## config.mk

```make
export PLATFORM = sky130hd
export DESIGN_NAME = warp_dispatch
export DESIGN_NICKNAME = d
export VERILOG_FILES = /design/src/rtl/wdisp_pkg.sv /design/src/rtl/wdisp_avail.sv /design/src/rtl/wdisp_route.sv /design/src/rtl/warp_dispatch.sv
export SDC_FILE = /design/constraint.sdc
export NUM_CORES = 1
export LEC_CHECK = 0
export BUFFER_PORTS_ARGS = -buffer_cell sky130_fd_sc_hd__buf_2
export CAP_MARGIN = 25
export CORE_AREA = 2 2 77 42
export DETAILED_ROUTE_END_ITERATION = 10
export DIE_AREA = 0 0 79 44
export PLACE_DENSITY_LB_ADDON = 0.05
export SKIP_CTS_REPAIR_TIMING = 1
export SYNTH_ARGS = -nofsm -noshare
export SYNTH_HDL_FRONTEND = slang
export SYNTH_SLANG_ARGS = --single-unit
```

## constraint.sdc

```tcl
create_clock -name clk -period 2.7 [get_ports clk]
set_input_delay 0.135 -clock clk [delete_from_list [all_inputs] [get_ports clk]]
set_output_delay 0.135 -clock clk [all_outputs]
set_load 0.01 [all_outputs]
```

## src/rtl/wdisp_pkg.sv

```systemverilog
package wdisp_pkg;

    localparam int NPIPE = 5;
    localparam int OP_W  = 3;

    typedef enum logic [2:0] {
        PIPE_SP   = 3'd0,
        PIPE_SFU  = 3'd1,
        PIPE_TEN  = 3'd2,
        PIPE_DP   = 3'd3,
        PIPE_INT  = 3'd4,
        PIPE_NONE = 3'd7
    } pipe_e;

    localparam logic [OP_W-1:0] OPC_SFU = 3'd1;
    localparam logic [OP_W-1:0] OPC_TEN = 3'd2;
    localparam logic [OP_W-1:0] OPC_DP  = 3'd3;

    function automatic logic [NPIPE-1:0] pipe_onehot(input pipe_e p);
        logic [NPIPE-1:0] v;
        v = '0;
        for (int i = 0; i < NPIPE; i++) begin
            if (p == pipe_e'(i)) v[i] = 1'b1;
        end
        return v;
    endfunction

endpackage

```

## src/rtl/wdisp_avail.sv

```systemverilog
module wdisp_avail
    import wdisp_pkg::*;
#(
    parameter int UNIT_W = 4,
    parameter int ROOM_W = 2
) (
    input  logic [NPIPE*UNIT_W-1:0] unit_cnt,
    input  logic [NPIPE*ROOM_W-1:0] pipe_room,
    input  logic [NPIPE-1:0]        used,
    output logic [NPIPE-1:0]        avail
);
    genvar p;
    generate
        for (p = 0; p < NPIPE; p++) begin : g_pipe
            logic              has_unit;
            logic [ROOM_W-1:0] room;
            assign has_unit = |unit_cnt[p*UNIT_W +: UNIT_W];
            assign room     = pipe_room[p*ROOM_W +: ROOM_W];
            assign avail[p] = has_unit && (room > ROOM_W'(used[p]));
        end
    endgenerate
endmodule

```

## src/rtl/wdisp_route.sv

```systemverilog
module wdisp_route
    import wdisp_pkg::*;
(
    input  logic            enable,
    input  logic [OP_W-1:0] op,
    input  logic [NPIPE-1:0] avail,
    input  pipe_e           prev,
    output pipe_e           sel,
    output logic            issued
);
    logic [NPIPE-1:0] ok;

    always_comb begin
        for (int i = 0; i < NPIPE; i++) begin
            ok[i] = avail[i] && (prev != pipe_e'(i));
        end
    end

    always_comb begin
        sel = PIPE_NONE;
        if (enable) begin
            unique case (op)
                OPC_SFU: if (ok[PIPE_SFU]) sel = PIPE_SFU;
                OPC_TEN: if (ok[PIPE_TEN]) sel = PIPE_TEN;
                OPC_DP:  if (ok[PIPE_DP])  sel = PIPE_DP;
                default: begin
                    if (ok[PIPE_SP])       sel = PIPE_SP;
                    else if (ok[PIPE_INT]) sel = PIPE_INT;
                end
            endcase
        end
        issued = (sel != PIPE_NONE);
    end
endmodule

```

## src/rtl/warp_dispatch.sv

```systemverilog
module warp_dispatch
    import wdisp_pkg::*;
#(
    parameter int MAX_ISSUE = 2,
    parameter int UNIT_W    = 4,
    parameter int ROOM_W    = 2
) (
    input  logic                        clk,
    input  logic                        rst_n,
    input  logic                        warp_waiting,
    input  logic [MAX_ISSUE-1:0]        ibuf_valid,
    input  logic [MAX_ISSUE*OP_W-1:0]   ibuf_op,
    input  logic [NPIPE*UNIT_W-1:0]     unit_cnt,
    input  logic [NPIPE*ROOM_W-1:0]     pipe_room,
    input  logic                        diff_units_mode,
    output logic [MAX_ISSUE*NPIPE-1:0]  issue_strobe,
    output logic [MAX_ISSUE-1:0]        ibuf_pop,
    output logic                        diag_empty,
    output logic                        diag_barrier
);
    localparam int SW = MAX_ISSUE * NPIPE;

    pipe_e            sel   [MAX_ISSUE];
    pipe_e            prev  [MAX_ISSUE];
    logic [NPIPE-1:0] used  [MAX_ISSUE];
    logic [NPIPE-1:0] avail [MAX_ISSUE];
    logic [MAX_ISSUE-1:0] go;
    logic [MAX_ISSUE-1:0] iss;

    genvar s;
    generate
        for (s = 0; s < MAX_ISSUE; s++) begin : g_slot
            if (s == 0) begin : g_first
                assign used[s] = '0;
                assign prev[s] = PIPE_NONE;
                assign go[s]   = !warp_waiting && ibuf_valid[s];
            end else begin : g_next
                assign used[s] = used[s-1] | pipe_onehot(sel[s-1]);
                assign prev[s] = diff_units_mode ? sel[s-1] : PIPE_NONE;
                assign go[s]   = iss[s-1] && ibuf_valid[s] && !warp_waiting;
            end

            wdisp_avail #(.UNIT_W(UNIT_W), .ROOM_W(ROOM_W)) u_avail (
                .unit_cnt (unit_cnt),
                .pipe_room(pipe_room),
                .used     (used[s]),
                .avail    (avail[s])
            );

            wdisp_route u_route (
                .enable(go[s]),
                .op    (ibuf_op[s*OP_W +: OP_W]),
                .avail (avail[s]),
                .prev  (prev[s]),
                .sel   (sel[s]),
                .issued(iss[s])
            );
        end
    endgenerate

    logic [SW-1:0] strobe_d;
    always_comb begin
        strobe_d = '0;
        for (int k = 0; k < MAX_ISSUE; k++) begin
            strobe_d[k*NPIPE +: NPIPE] = pipe_onehot(sel[k]);
        end
    end

    always_ff @(posedge clk) begin
        if (!rst_n) begin
            issue_strobe <= '0;
            ibuf_pop     <= '0;
            diag_empty   <= 1'b0;
            diag_barrier <= 1'b0;
        end else begin
            issue_strobe <= strobe_d;
            ibuf_pop     <= iss;
            diag_empty   <= !ibuf_valid[0];
            diag_barrier <= warp_waiting;
        end
    end

    // Assertions guarding the registered outputs
    assert_barrier_R2: assert property (@(posedge clk) disable iff (!rst_n)
        warp_waiting |=> (issue_strobe == '0) && (ibuf_pop == '0) && diag_barrier);

    assert_empty_R3: assert property (@(posedge clk) disable iff (!rst_n)
        !ibuf_valid[0] |=> (issue_strobe == '0) && (ibuf_pop == '0) && diag_empty);

    genvar a, q;
    generate
        for (a = 0; a < MAX_ISSUE; a++) begin : g_slot_chk
            assert_pop_R8: assert property (@(posedge clk) disable iff (!rst_n)
                ibuf_pop[a] == (|issue_strobe[a*NPIPE +: NPIPE]));
            assert_single_R8: assert property (@(posedge clk) disable iff (!rst_n)
                $onehot0(issue_strobe[a*NPIPE +: NPIPE]));
            if (a > 0) begin : g_chain
                assert_order_R6: assert property (@(posedge clk) disable iff (!rst_n)
                    ibuf_pop[a] |-> ibuf_pop[a-1]);
                for (q = 0; q < NPIPE; q++) begin : g_diff
                    assert_diff_R7: assert property (@(posedge clk) disable iff (!rst_n)
                        diff_units_mode |=> !(issue_strobe[(a-1)*NPIPE+q] && issue_strobe[a*NPIPE+q]));
                end
            end
        end
        for (q = 0; q < NPIPE; q++) begin : g_pipe_chk
            logic hit;
            always_comb begin
                hit = 1'b0;
                for (int k = 0; k < MAX_ISSUE; k++) hit = hit | issue_strobe[k*NPIPE+q];
            end
            assert_gate_R5: assert property (@(posedge clk) disable iff (!rst_n)
                (unit_cnt[q*UNIT_W +: UNIT_W] == '0) |=> !hit);
        end
    endgenerate
endmodule

```

# After elaboration in Yosys (flattened, before gate mapping)
# Cells that the tools add are included.
# op_classes
magnitude_cmp,10
eq_ne,20
muxes,25
n_reduce_logical,28
# ops
cell,n
2-to-1 mux 3 bit,11
"equality test 3 x 2 -> 1 bit, second input constant",8
OR reduction 4 bit,5
logical AND 1 bit,18
one-hot mux 3 bit (3 select lines),2
"equality test 3 x 1 -> 1 bit, second input constant",4
greater-than comparator 2 x 1 -> 1 bit,5
"greater-than comparator 2 x 1 -> 1 bit, second input constant",5
2-to-1 mux 1 bit,10
"inequality test 3 bit, second input constant",3
"equality test 3 bit, second input constant",2
zero test 3 bit,2
"inequality test 3 x 2 -> 1 bit, second input constant",2
2-to-1 mux 2 bit,2
"inequality test 3 x 1 -> 1 bit, second input constant",1
nonzero test 3 bit,1
zero test 1 bit,2
# totals
reg_bits,14
inputBits,42
output_inout_bits,14

# Logic depth before layout (Yosys ltp)
# Gate-level depths: netlist of run 1.
# depth
depth_word,17
depth_mapped,14
mapped_depth_nobuf,13

# Modules after synthesis
# A second synthesis of run 1 with hierarchy kept.
# hier_totals
cells_unflattened,158
area_unflattened_um2,1353.8
# by_module_without_submodules
mod,n_inst,cells_per_inst,area_each_um2,seq_area_each_um2
warp_dispatch,1,44,568.0,280.3
wdisp_route,2,32,217.7,0.0
wdisp_avail,2,25,175.2,0.0

# Least setup slack after synthesis of run 1
# No wires, ideal clock.
# synth_path
kind,input port to flip-flop
startpoint,in unit_cnt[1]
endpoint,reg issue_strobe[7]
setup_ps,87
arrival_time_ps,2465
required_time_ps,2613
setup_slack_ps,148
stages,12
n_path_buf,0
cell_sequence,nor4_2 > nor3_2 > nor3_4 > nor2_1 > ha_1 > o21ba_2 > nor3_1 > o21bai_1 > mux2_2 > o221a_2 > nand4_2 > nor4b_2
# synth_between
elab_cells_between_ends,48
cone_classes,order compare (5); eq/ne (10); mux (17); reduce/logical (16)
# synth_rtl
item,line_no,source
"start, declared",warp_dispatch.sv:13,"input logic [NPIPE*UNIT_W-1:0] unit_cnt,"
OR reduction 4 bit,wdisp_avail.sv:17,assign has_unit = |unit_cnt[p*UNIT_W +: UNIT_W];
logical AND 1 bit,wdisp_avail.sv:19,assign avail[p] = has_unit && (room > ROOM_W'(used[p]));
2-to-1 mux 3 bit,wdisp_route.sv:27,if (ok[PIPE_SP]) sel = PIPE_SP;
one-hot mux 3 bit (3 select lines),wdisp_route.sv:22,unique case (op)
2-to-1 mux 3 bit,wdisp_route.sv:21,if (enable) begin
equality test 3 x 2 -> 1 bit,wdisp_pkg.sv:23,if (p == pipe_e'(i)) v[i] = 1'b1;
2-to-1 mux 1 bit,wdisp_pkg.sv:23,
net g_slot[1].u_avail.used[2],wdisp_avail.sv:9,"input logic [NPIPE-1:0] used,"
greater-than comparator 2 x 1 -> 1 bit,wdisp_avail.sv:19,
logical AND 1 bit,wdisp_avail.sv:19,
logical AND 1 bit,wdisp_route.sv:15,ok[i] = avail[i] && (prev != pipe_e'(i));
2-to-1 mux 3 bit,wdisp_route.sv:24,OPC_TEN: if (ok[PIPE_TEN]) sel = PIPE_TEN;
one-hot mux 3 bit (3 select lines),wdisp_route.sv:22,
2-to-1 mux 3 bit,wdisp_route.sv:21,
equality test 3 x 2 -> 1 bit,wdisp_pkg.sv:23,
2-to-1 mux 1 bit,wdisp_pkg.sv:23,
"end signal, assigned",warp_dispatch.sv:76,issue_strobe <= strobe_d;
"end, declared",warp_dispatch.sv:16,"output logic [MAX_ISSUE*NPIPE-1:0] issue_strobe,"
# The timed path passes the listed nets, and every way through them passes these cells.
# A chain may end at the register's enable or synchronous reset.

# Worst setup path after layout of run 1
# layout_path
startpoint,in warp_waiting
endpoint,reg issue_strobe[7]
# layout_between
elab_cells_between_ends,46
cone_classes,order compare (5); eq/ne (10); mux (15); reduce/logical (16)
# layout_rtl
item,line_no,source
"start, declared",warp_dispatch.sv:10,"input logic warp_waiting,"
zero test 1 bit,warp_dispatch.sv:36,assign go[s] = !warp_waiting && ibuf_valid[s];
logical AND 1 bit,warp_dispatch.sv:36,
2-to-1 mux 3 bit,wdisp_route.sv:21,
zero test 3 bit,wdisp_pkg.sv:23,
2-to-1 mux 1 bit,wdisp_pkg.sv:23,
net g_slot[1].u_avail.used[0],wdisp_avail.sv:9,
greater-than comparator 2 x 1 -> 1 bit,wdisp_avail.sv:19,
logical AND 1 bit,wdisp_avail.sv:19,
logical AND 1 bit,wdisp_route.sv:15,
2-to-1 mux 3 bit,wdisp_route.sv:27,
one-hot mux 3 bit (3 select lines),wdisp_route.sv:22,
2-to-1 mux 3 bit,wdisp_route.sv:21,
equality test 3 x 2 -> 1 bit,wdisp_pkg.sv:23,
2-to-1 mux 1 bit,wdisp_pkg.sv:23,
# The timed path passes the listed nets, and every way through them passes these cells.

==> results of run 1 <==
## cell families after synthesis
| family | synth area share [%] |
|---|---|
| buffers and inverters | 4.89 |
| flip-flops | 26.1 |
| adder cells (fa/ha/maj) | 5.82 |
| multiplexers | 1.05 |
| AND/OR/NAND/NOR | 39.2 |
| AO/OA/AOI/OAI | 22.9 |
## registers in the layout, indices dropped and copies added, names as in the netlist
register,cells
issue_strobe,10
ibuf_pop,2
diag_barrier,1
diag_empty,1
## layout make-up
type                            instances  area (um^2)  area share, %
Multi-Input combinational cell         97          787           47.3
Timing Repair Buffer                   80          463           27.8
Sequential cell                        14          280           16.8
Clock buffer                            4         55.1           3.31
Tap cell                               40         50.0           3.01
Inverter                                8         30.0           1.80
## layer usage
metal / vias to the layer above / share of wire, % / GRT usage [%]
met2: 47 / 40 / 25.4
met4: 0 / 0 / 1.03
met3: 0 / 9.1 / 6.88
met5: - / 0 / 0
li1: 620 / - / -
met1: 551 / 51 / 26.4
## worst max-delay path, stage by stage
cell	delay [ns]
buf_2	0.11
nand2b_4	0.14
nor3_2	0.34
o22ai_1	0.18
nor4_1	0.41
ha_1	0.31
nor2_1	0.08
nor2_1	0.04
o21a_1	0.20
nor2_1	0.14
o221a_2	0.21
nand4_2	0.16
nor4b_2	0.26
## how the worst max path moves through the flow
stage	end	slack, ns	cells after the start	startpoint
CTS	issue_strobe[7]$_SDFF_PN0_	0.02	13	unit_cnt[1]
global placement	issue_strobe[7]$_SDFF_PN0_	-0.25	13	unit_cnt[1]
floorplan	issue_strobe[7]$_SDFF_PN0_	0.15	12	unit_cnt[1]
global route	issue_strobe[8]$_SDFF_PN0_	-0.008	15	ibuf_op[1]
finish	issue_strobe[7]$_SDFF_PN0_	0.14	13	warp_waiting
detailed placement	issue_strobe[7]$_SDFF_PN0_	-0.23	13	unit_cnt[1]
## placed cells by master (no fill, tap or decap), types with 3 or more instances in the layout
cell / n
buf_4: 25
o21a_1: 3
dfxtp_1: 14
nor3_1: 5
clkbuf_8: 4
nor4_1: 3
nand3_1: 4
inv_1: 8
nor3_2: 4
nor2_1: 18
nand2_1: 4
o21ai_0: 4
buf_2: 55
a21oi_1: 3
ha_1: 5
## report_power, final
part / leakage (nW) / internal [mW] / switching [mW]
combinational: 0.653 / 0.0996 / 0.103
clock: 0.0288 / 0.129 / 0.0731
sequential: 0.114 / 0.214 / 0.00155
total: 0.796 / 0.443 / 0.178
==> out/qor.yml, run 1 <==
placed_cell_area_um2: 1540
power_uw: 620
p_leak_nw: 0.796
ys_seq_area_share_pct: 26.1
tritoncts: "yes"
rows: 14
arrival_ns: 2.72
ioPinCount: 56
first_global_vias: 1042
h-tree-depth: 1
whs_ns: 0.102
grt_pass1_wl_um: 4740
ant_nets: 0
track_usage_pct: 17.8
holdPathStages: 2
fin_cells: 243
p_per_area_nw_per_um2: 373
antenna_cells: 0
fp.dieH_um: 44
drc: 0
numCtsBuffers: 3
viasPerCell: 5.01
synth_edf_count: 0
post-place-ws_ns: -0.228
wl_um: 3140
yosys_warnings: 0
grt_overflow_total: 0
yosysUniqueCellTypes: 45
initial_core_util_pct: 37.9
vias: 1218
finalSetupViolCount: 0
finalHoldViolations: 0
fmax_ghz: 0.390
setup_ws_ns: 0.137
yosysTopAreaCell: "dfxtp_1"
async_reset_ff_share_pct: 0
portBuffers: 55
synthFlopType: "dfxtp_1"
crit_type: "in2reg"
irDropWorstVdd_mv: 0.248
antenna_found_initial: 0
drv_slew: 0
chipWidth_um: 79
synth_top_area_share_pct: 26.1
period_share_pct: 94.9
postSynthCellCount: 121
crit_path_start_kind: "input pin"
status: "complete, no violations"
cts_buffer_depth: 2
yosys-top-cells-count: "nor2_1, dfxtp_1, inv_1, nor3_1"
netlist_area_um2: 1070
core_um2: 2840
syn_nets: 168
relSlewSlack_pct: 64.2
hold_class: "in2reg"
dr.pass1.iters: 5
worstPathRequired_ns: 2.86
die_area_um2: 3480
final_core_util_pct: 58.7
drt_iter0_drc: 61
cp_max_fo: 5
ys_ff_latch: 14
cts_root_buf: "clkbuf_8"
tightest_slew_ns: 0.532
syn_avg_cell_area_um2: 8.88
endpoint_kind: "flop"
setup_tns_ns: 0
dp.cells: 236
wire_per_inst_um: 12.9
yosys-top-cells-area: "dfxtp_1, nor2_1, ha_1, nor3_1, nor4_1"
layout_min_cycle_time_ns: 2.56
min_to: "issue_strobe[7]$_SDFF_PN0_"
fill_cells: 271
min_from: "ibuf_op[5]"
hpwlAfterDp_um: 2600
nets: 251
synthToLayoutAreaGrowth_pct: 54.9
globalplace.congestion: 0.909
maxCapViolations: 0
drive_above_1_share_pct: 56.7
design_area_um2: 1670
grt_max_degree: 10
synth_most_common_cell: "nor2_1"
cts.sinks: 14
cts.clk_slew.worst_paths_ns: 0.06
Note: power is estimated with default switching activity, not from simulation.
==> run 2: changes to the inputs <==
--- a/config.mk
+++ b/config.mk
@@ -7,9 +7,9 @@
 export LEC_CHECK = 0
 export BUFFER_PORTS_ARGS = -buffer_cell sky130_fd_sc_hd__buf_2
 export CAP_MARGIN = 25
-export CORE_AREA = 2 2 77 42
+export CORE_AREA = 2 2 52 54
 export DETAILED_ROUTE_END_ITERATION = 10
-export DIE_AREA = 0 0 79 44
+export DIE_AREA = 0 0 54 56
 export PLACE_DENSITY_LB_ADDON = 0.05
 export SKIP_CTS_REPAIR_TIMING = 1
 export SYNTH_ARGS = -nofsm -noshare
==> constraint.sdc (replaced) <==
create_clock -name clk -period 2.71 [get_ports clk]
set_input_delay 0.1355 -clock clk [delete_from_list [all_inputs] [get_ports clk]]
set_output_delay 0.1355 -clock clk [all_outputs]
set_load 0.01 [all_outputs]
==> out/qor.yml, run 2 (synthesized netlist as in run 1, its figures left out) <==
status: "complete, no violations"
drive_above_1_share_pct: 54.4
drt_iter0_drc: 15
portBuffers: 55
grt_overflow_total: 0
viasPerCell: 5.39
p_leak_nw: 0.739
chipWidth_um: 54
crit_type: "in2reg"
vias: 1202
p_per_area_nw_per_um2: 353
highest_layer: "met4"
grt_pass1_wl_um: 4630
cts_root_buf: "clkbuf_4"
core_um2: 2430
cp_slowest_stage_delay_ns: 0.33
ant_nets: 0
worstPathRequired_ns: 2.90
die_area_um2: 3020
crit_family: "simple AND/OR/NAND/NOR gates"
period_share_pct: 92.5
antenna_cells: 0
layout_min_cycle_time_ns: 2.51
tightest_slew_ns: 0.628
rows: 18
fmax_ghz: 0.399
first_global_vias: 1066
cp_num_buf_inv: 1
grt_max_degree: 10
hpwlAfterDp_um: 2310
track_usage_pct: 20.3
design_area_um2: 1550
wl_um: 2800
globalplace.congestion: 0.854
arrival_ns: 2.70
fill_cells: 223
fp.dieH_um: 56
antenna_found_initial: 0
placed_cell_area_um2: 1460
irDropWorstVdd_mv: 0.323
wl_met1_um: 1230
cp_max_fo: 5
relSlewSlack_pct: 57.7
power_uw: 547
drc: 0
crit_path_start_kind: "input pin"
top_register: "issue_strobe"
largest_reg_flops: 10
met3_length_um: 174
hold_class: "in2reg"
critPathSlowestCell: "nor4_2"
setup_ws_ns: 0.204
mostFrequentLayoutCell: "buf_2"
fin_cells: 223
top_regs: "issue_strobe (10), ibuf_pop (2)"
dp.cells: 217
ioPinCount: 56
layout_common_cells: "buf_2, nor2_1, buf_4"
maxCapViolations: 0
cts.sinks: 14
nets: 241
met2_length_um: 1370
post-place-ws_ns: -0.159
dr.pass1.iters: 4
finalSetupViolCount: 0
synthToLayoutAreaGrowth_pct: 44.4
cts_buffer_depth: 2
finalHoldViolations: 0
wire_per_inst_um: 12.6
initial_core_util_pct: 44.2
cts.clk_slew.worst_paths_ns: 0.07
endpoint_kind: "flop"
drv_slew: 0
crit_chain: "buf_2, nor4_2, nor3_2, nor3_4, nor2_1, ha_1, o21ba_2, nor3_1, o21bai_1, mux2_2, o221a_2, nand4_2, nor4b_2"
tritoncts: "yes"
numCtsBuffers: 3
h-tree-depth: 1
-- run 2: cell types whose count changed in the layout (fill, tap and decap cells not counted), sizes merged --
cell,previous run,this run
buf,80,70
-- run 2: area by class of cell --
| type | count | area (um^2) | area share [%] |
|---|---|---|---|
| Multi-Input combinational cell | 97 | 779 | 50.2 |
| Timing Repair Buffer | 70 | 388 | 25.0 |
| Sequential cell | 14 | 280 | 18.1 |
| Tap cell | 30 | 37.5 | 2.42 |
| Clock buffer | 4 | 36.3 | 2.34 |
| Inverter | 8 | 30.0 | 1.94 |
-- run 2: worst paths after layout --
check	from	to	depth (start not counted)
min	ibuf_valid[0]	diag_empty$_SDFF_PN0_	2
max	unit_cnt[1]	issue_strobe[7]$_SDFF_PN0_	13
-- run 2: through the flow --
stage	setup TNS, ns	util [%]	hold WS [ns]
CTS	0	61.6	0.0520
detailed placement	-0.538	60.1	0.347
finish	0	63.8	0.0559
global route	-0.0198	63.8	0.0457
global placement	-0.280	60.1	0.349
floorplan	0	-	0.207
-- run 2: where the power goes --
part,switching [mW],total (mW),internal (mW),leakage [nW]
combinational,0.0965,0.186,0.0894,0.604
sequential,0.00138,0.214,0.213,0.114
clock,0.0653,0.147,0.0818,0.0210
total,0.163,0.547,0.384,0.739
-- run 2: per-layer routing --
layer / global-route usage, % / up-vias
met5: 0 / -
met4: 5.36 / 0
met3: 5.11 / 5
met2: 32.9 / 42
met1: 26.1 / 550
li1: - / 605
